File: src/rtl/tia_pkg.sv
package tia_pkg;

   // How the aggregated interrupt line is produced
   typedef enum logic {
      TIA_IRQ_COMB = 1'b0,   // same-cycle function of flags and global enable
      TIA_IRQ_FLOP = 1'b1    // registered, one cycle later
   } tia_irq_mode_e;

   localparam int unsigned TIA_DEF_TIMERS = 6;
   localparam int unsigned TIA_DEF_REG_W  = 16;

endpackage

File: src/rtl/tia_flag_bank.sv
module tia_flag_bank #(
   parameter int unsigned WIDTH = 7
) (
   input  logic             clk,
   input  logic             rst_n,
   input  logic [WIDTH-1:0] set_i,
   input  logic [WIDTH-1:0] clr_i,
   output logic [WIDTH-1:0] q_o
);

   if (WIDTH < 1) begin : g_bad_width
      $error("tia_flag_bank: WIDTH must be at least 1");
   end

   for (genvar g = 0; g < WIDTH; g++) begin : g_bit
      always_ff @(posedge clk or negedge rst_n) begin
         if (!rst_n)
            q_o[g] <= 1'b0;
         else if (set_i[g])
            q_o[g] <= 1'b1;
         else if (clr_i[g])
            q_o[g] <= 1'b0;
      end


      set_wins_chk: assert property (@(posedge clk) disable iff (!rst_n)
         set_i[g] |=> q_o[g]);


      w1c_chk: assert property (@(posedge clk) disable iff (!rst_n)
         (clr_i[g] && !set_i[g]) |=> !q_o[g]);


      sticky_chk: assert property (@(posedge clk) disable iff (!rst_n)
         (!clr_i[g] && !set_i[g]) |=> $stable(q_o[g]));
   end

endmodule

File: src/rtl/tia_irq_gate.sv
module tia_irq_gate #(
   parameter tia_pkg::tia_irq_mode_e MODE  = tia_pkg::TIA_IRQ_COMB,
   parameter int unsigned            WIDTH = 7
) (
   input  logic             clk,
   input  logic             rst_n,
   input  logic [WIDTH-1:0] req_i,
   input  logic             gie_i,
   output logic             irq_o
);

   logic any_req;
   assign any_req = |req_i;

   if (MODE == tia_pkg::TIA_IRQ_FLOP) begin : g_flop
      always_ff @(posedge clk or negedge rst_n) begin
         if (!rst_n) irq_o <= 1'b0;
         else        irq_o <= gie_i & any_req;
      end


      irq_flop_gie_chk: assert property (@(posedge clk) disable iff (!rst_n)
         irq_o |-> $past(gie_i));
   end else begin : g_comb
      assign irq_o = gie_i & any_req;


      irq_needs_gie_chk: assert property (@(posedge clk) disable iff (!rst_n)
         irq_o |-> gie_i);


      irq_needs_req_chk: assert property (@(posedge clk) disable iff (!rst_n)
         irq_o |-> (req_i != '0));
   end

endmodule

File: src/rtl/tmr_irq_agg.sv
module tmr_irq_agg #(
   parameter int unsigned            NUM_TMR  = tia_pkg::TIA_DEF_TIMERS,
   parameter int unsigned            REG_W    = tia_pkg::TIA_DEF_REG_W,
   parameter tia_pkg::tia_irq_mode_e IRQ_MODE = tia_pkg::TIA_IRQ_COMB,
   localparam int unsigned           NSRC     = NUM_TMR + 1,
   localparam int unsigned           HALF     = REG_W / 2
) (
   input  logic             clk,
   input  logic             rst_n,
   input  logic [NSRC-1:0]  evt_i,
   input  logic [NSRC-1:0]  ien_i,
   input  logic             gie_i,
   input  logic             wr_en_i,
   input  logic [REG_W-1:0] wr_data_i,
   output logic [REG_W-1:0] rd_data_o,
   output logic             irq_o
);

   // Elaboration-time parameter checks
   if (REG_W % 2 != 0) begin : g_bad_odd
      $error("tmr_irq_agg: REG_W must be even");
   end
   if (NSRC + 1 > HALF) begin : g_bad_fit
      $error("tmr_irq_agg: each half needs NUM_TMR+1 flags plus a reserved top bit");
   end

   logic [NSRC-1:0]  raw_q, req_q;
   logic [NSRC-1:0]  raw_clr, req_clr, req_set;
   logic [REG_W-1:0] unused_wr;

   assign req_set = evt_i & ien_i;

   for (genvar i = 0; i < NSRC; i++) begin : g_clr
      assign req_clr[i] = wr_en_i & wr_data_i[i];
      assign raw_clr[i] = wr_en_i & wr_data_i[HALF + i];
   end

   tia_flag_bank #(.WIDTH(NSRC)) u_raw_bank (
      .clk   (clk),
      .rst_n (rst_n),
      .set_i (evt_i),
      .clr_i (raw_clr),
      .q_o   (raw_q)
   );

   tia_flag_bank #(.WIDTH(NSRC)) u_req_bank (
      .clk   (clk),
      .rst_n (rst_n),
      .set_i (req_set),
      .clr_i (req_clr),
      .q_o   (req_q)
   );

   tia_irq_gate #(.MODE(IRQ_MODE), .WIDTH(NSRC)) u_irq_gate (
      .clk   (clk),
      .rst_n (rst_n),
      .req_i (req_q),
      .gie_i (gie_i),
      .irq_o (irq_o)
   );

   // Status word: request flags in the low half, raw flags in the high half
   for (genvar b = 0; b < REG_W; b++) begin : g_rd
      if (b < NSRC) begin : g_req
         assign rd_data_o[b] = req_q[b];
         assign unused_wr[b] = 1'b0;
      end else if (b >= HALF && b < HALF + NSRC) begin : g_raw
         assign rd_data_o[b] = raw_q[b - HALF];
         assign unused_wr[b] = 1'b0;
      end else begin : g_rsv
         assign rd_data_o[b] = 1'b0;
         assign unused_wr[b] = wr_data_i[b];
      end
   end

   for (genvar i = 0; i < NSRC; i++) begin : g_chk

      raw_on_evt_chk: assert property (@(posedge clk) disable iff (!rst_n)
         evt_i[i] |=> rd_data_o[HALF + i]);


      req_needs_en_chk: assert property (@(posedge clk) disable iff (!rst_n)
         $rose(req_q[i]) |-> $past(evt_i[i] && ien_i[i]));


      req_no_late_chk: assert property (@(posedge clk) disable iff (!rst_n)
         (!req_q[i] && !evt_i[i]) |=> !req_q[i]);
   end


   rsv_zero_chk: assert property (@(posedge clk) disable iff (!rst_n)
      !rd_data_o[REG_W-1] && !rd_data_o[HALF-1]);

endmodule

File: config.mk
export PLATFORM = sky130hd
export DESIGN_NAME = tmr_irq_agg
export DESIGN_NICKNAME = d
export VERILOG_FILES = /design/src/rtl/tia_pkg.sv /design/src/rtl/tia_flag_bank.sv /design/src/rtl/tia_irq_gate.sv /design/src/rtl/tmr_irq_agg.sv
export SDC_FILE = /design/constraint.sdc
export NUM_CORES = 1
export LEC_CHECK = 0
export BUFFER_PORTS_ARGS = -buffer_cell sky130_fd_sc_hd__buf_2
export CAP_MARGIN = 20
export CORE_UTILIZATION = 35
export DETAILED_ROUTE_END_ITERATION = 6
export GPL_TIMING_DRIVEN = 1
export HOLD_SLACK_MARGIN = 0.03
export MAX_ROUTING_LAYER = met4
export PLACE_DENSITY = 0.76
export SLEW_MARGIN = 0
export SYNTH_ARGS = -nofsm -noshare
export SYNTH_HDL_FRONTEND = slang
export SYNTH_SLANG_ARGS = --single-unit
export TNS_END_PERCENT = 1
File: constraint.sdc
create_clock -name clk -period 0.93 [get_ports clk]
set_clock_uncertainty 0.15 [all_clocks]
set_input_delay 0 -clock clk [delete_from_list [all_inputs] [get_ports clk]]
set_output_delay 0 -clock clk [all_outputs]
set_load 0.05 [all_outputs]
# Yosys cells after proc, flatten, opt, wreduce, memory -nomap -nowiden
# Cells that the tools add are included.
[word_totals]
reg_bits = 14
inputBits = 34
output_inout_bits = 17
elab_cells = 73
[op_classes]
mux = 28
bitwise = 16
reduce_logical = 15
[op_table]
columns = ["cell", "n"]
rows = [
  ["2-to-1 mux 1 bit", 28],
  ["nonzero test 2 bit", 14],
  ["AND 1 bit", 15],
  ["AND 7 bit", 1],
  ["OR reduction 7 bit", 1],
]

# Longest topological paths before layout
[depth]
word_depth = 3
depth_mapped = 3
mapped_depth_nobuf = 2

# By module
# From an unflattened synthesis, not the netlist that was laid out.
[unflattened]
hier_cells = 70
hier_area_um2 = 706.9
[modules_own_cells]
columns = ["module", "n_inst", "cells_per_inst", "area_each_um2"]
rows = [
  ["tia_flag_bank", 2, 21, 254.0],
  ["tmr_irq_agg", 1, 25, 173.9],
  ["tia_irq_gate", 1, 3, 25.0],
]

# Least setup slack after synthesis
# Ideal clock, no wire load.
[synth_path]
kind = "register to output"
start = "reg u_req_bank.q_o[1]"
end = "out irq_o"
t_arrival_ps = 1896
t_required_ps = 780
path_slack_ps = -1116
stages_incl_launch_ff = 3
n_path_buf = 0
path_cell_list = "dfrtp_1 -> nor3_1 -> a21boi_0"
[synth_between]
elab_chain_cells = 2
[synth_rtl]
columns = ["item", "line_no", "source"]
rows = [
  ["start: declaration", "tia_flag_bank.sv:8", "output logic [WIDTH-1:0] q_o"],
  ["start signal: indexed assignment", "tia_flag_bank.sv:18", "q_o[g] <= 1'b0;"],
  ["start signal: indexed assignment", "tia_flag_bank.sv:20", "q_o[g] <= 1'b1;"],
  ["start signal: indexed assignment", "tia_flag_bank.sv:22", "q_o[g] <= 1'b0;"],
  ["OR reduction 7 bit", "tia_irq_gate.sv:13", "assign any_req = |req_i;"],
  ["AND 1 bit", "tia_irq_gate.sv:25", "assign irq_o = gie_i & any_req;"],
  ["end: declaration", "tmr_irq_agg.sv:16", "output logic irq_o"],
]
# Every way passes these cells.

# Worst setup path in the final report
[layout_path]
start = "reg u_req_bank.q_o[2]"
end = "out irq_o"
# Same word-level chain as after synthesis.

==> results.md <==
- Total Nets Final: approximately 170
- Gate power share: 40.1%
- MaxCap Viol Count: 0
- Core ar.: between 0.0015 and 0.002 mm2
- Routed WL: 2430 um
- Worst VDD drop: approximately 900 uV
- Worst path depth: 3
- Largest net degree at the start of global routing: 15
- Dpl ws: -0.231 ns
- GRT Resource Usage Total: approximately 32%
- Worst Path Max Fanout: 2
- Post-route DRC violation count: 0
- Estimated wirelength of the detail-placed design: 1110 um
- Die X: 42.2 um
- Congestion Overflow GR: 0
- Switching Share: 34.9%
- CP required: 0.78 ns
- Synth area leader: dfrtp_1
- CTS tree: yes
- Clk root buf: clkbuf_4
- Syn Inst Count: 49
- Crit-path slowest cell: dfrtp_2
- Violated checks: hold timing, setup timing
- RSZ-0062 raised after global routing: yes
- Crit path from: u_req_bank.q_o[2]
- Yosys reg bits: 14
- Status: finished with violations
- Cell family with most CP delay: flip-flops
- Minimum clock period: 1.43 ns
- P_int: 1.19 mW
- Fin. Hold Viols: 20
- Share of the synthesized area in the top cell type: 61.9%
- Final worst slack: -0.499 ns
- Post-DRT Antenna Nets: 0
- Area contributors post-synth: dfrtp_1, a22o_1, a21o_1
- Period utilization: 154%
- Worst path bufs/invs: 1
- Class of the worst hold path: in -> async
- Row count: 14
- Worst setup path endpoint: irq_o
- Initial antenna violation count: 0
- R2R depth: 2
- Num CTS Buffers: 3
- Final setup fails: 22
- Worst R2R Setup Slack: -0.08 ns
- Synthesis Warnings: 0
- Worst-path cell chain: nor4_4 > a21boi_4 > buf_6
- Via-to-Cell Ratio: 4.87
- Max Root-Sink Buffers: 2
- Static leakage: 0.648 nW
- Count of routing violations after the opening detailed-route iteration: 18
- Worst-Skew Late Latency: approximately 0.28 ns
- Post-Syn Area: 566 um2
- Via count: 730
- CP Launch Type: flip-flop
- PwrDens: between 1000 and 1500 mW/mm2
- Post-place instance area: just under 900 um2
- Reg-to-Reg End: u_req_bank.q_o[4]
- WS Path Type: reg -> out
- P_sw: ~0.64 mW
- Vias in the first global route: 829
- I/O pins: 51
- 1st-pass router iterations: 4
- Fin area: 0.00133 mm2
- Share of power burned in registers: 39.7%
- First-pass GRT wire length: approximately 3900 um
- Final non-filler cell total: 150
- Crit. End Element: output port
- Post-synth cell types: 10
- Setup Fix Bufs, Post-CTS: 0
- Setup tns final: -2.85 ns
- Gpl congestion: 0.643
- Synthesis-to-layout area growth: 134%
- Die H: around 42 um
- Critical path arrival: 1.28 ns
- Worst hold margin: -0.0314 ns
- Wire per inst: between 15 and 20 um
- Clock sink total: 14
- Clock Power Share: 20.1%
- Reg clk slew, reported paths: 0.09 ns
- Fillers: 70
- Reg2Reg Launch Point: u_req_bank.q_o[4]
- Total die area: 0.00178 mm2
- Fraction of layout cells with a size suffix above 1: 49.3%
- Initial Util: 37.5%
- Average cell area after synthesis: 11.5 um2
- Port-buffer cells: 46
- # diodes: 0
- Post-CTS Hold Fix Bufs: 29
- Final max-slew violation count: 0
- Htree depth: 1
- Crit path largest cell delay: 0.43 ns
- Placed cells: roughly 120
- Sequential share of the synthesized area: 61.9%
- Max Fclk: between 600 and 700 MHz
## stage by stage
step                hold slack, ns  utilization, %  power [mW]
floorplan                   -0.446               -        1.04
global placement            -0.245            59.0        1.23
detailed placement          -0.241            59.0        1.24
CTS                        -0.0397            87.7        1.81
global route               -0.0188            88.0        1.91
finish                     -0.0314            88.0        1.83
## metal layers
layer | vias to the layer above | global-route usage, % | share of wire, %
li1 | 337 | - | -
met1 | 349 | 28.5 | 34
met2 | 36 | 61.5 | 59
met3 | 8 | 7.76 | 4.2
met4 | 0 | 16.3 | 3.1
met5 | - | - | 0
## how the worst min path moves through the flow
stage,startpoint,endpoint,slack [ns],cells past startpoint
detailed placement,rst_n,u_raw_bank.q_o[4],-0.24,1
global placement,rst_n,u_raw_bank.q_o[4],-0.25,1
CTS,wr_en_i,u_raw_bank.q_o[1],-0.04,3
finish,rst_n,u_req_bank.q_o[4],-0.03,2
floorplan,rst_n,u_raw_bank.q_o[0],-0.45,0
global route,rst_n,u_req_bank.q_o[4],-0.02,2
## cell usage in the layout, fill, tap and decap left out
cell type      count
dfrtp_2            7
buf_4              1
nor3_1             1
nor4_4             1
buf_2             31
clkbuf_1           1
dfrtp_1            7
a21boi_4           1
buf_6             22
a21o_1             7
dlygate4sd3_1     29
nand2_1           14
a22o_1             7
clkbuf_4           3
conb_1             2
## cell families after synthesis
kind of cell | after synthesis | share of synthesized area, %
and+or+nand+nor | 16 | 11.3
AOI/OAI and AO/OA | 15 | 21.5
DFF | 14 | 61.9
buffers and inverters | 3 | 4.65
other | 1 | 0.663
## registers in the layout, indices dropped and copies added, names as in the netlist
register / flops
u_raw_bank.q_o: 7
u_req_bank.q_o: 7
## cells in the mapped netlist
cell       n
buf_6      1
conb_1     1
nor3_1     1
dfrtp_1   14
a21o_1     7
buf_4      2
a21boi_0   1
a22o_1     7
nor4_1     1
nand2_1   14
## repair_timing
| action | CTS | global route |
|---|---|---|
| gates resized for setup | 36 | 1 |
| pin swaps | 6 | 1 |
| endpoints found under the setup margin | 22 | 22 |
| hold endpoints to repair | 28 | 24 |
## cell type report
type                            instances  area, um2  area share, %
Clock buffer                            4       26.3           1.98
Multi-Input combinational cell         33        219           16.5
Sequential cell                        14        359           27.1
Tap cell                               16       20.0           1.51
Timing Repair Buffer                   83        701           52.9
## power groups by stage
| stage | registers [mW] | logic (mW) | clock network, mW |
|---|---|---|---|
| 2_1_floorplan | 0.924 | 0.111 | 0 |
| 3_3_place_gp | 0.717 | 0.511 | 0 |
| 3_5_place_dp | 0.723 | 0.514 | 0 |
| 4_1_cts | 0.721 | 0.708 | 0.376 |
| 5_1_grt | 0.732 | 0.764 | 0.417 |
| 6_report | 0.727 | 0.733 | 0.368 |
Power figures use the tool's default switching activity.
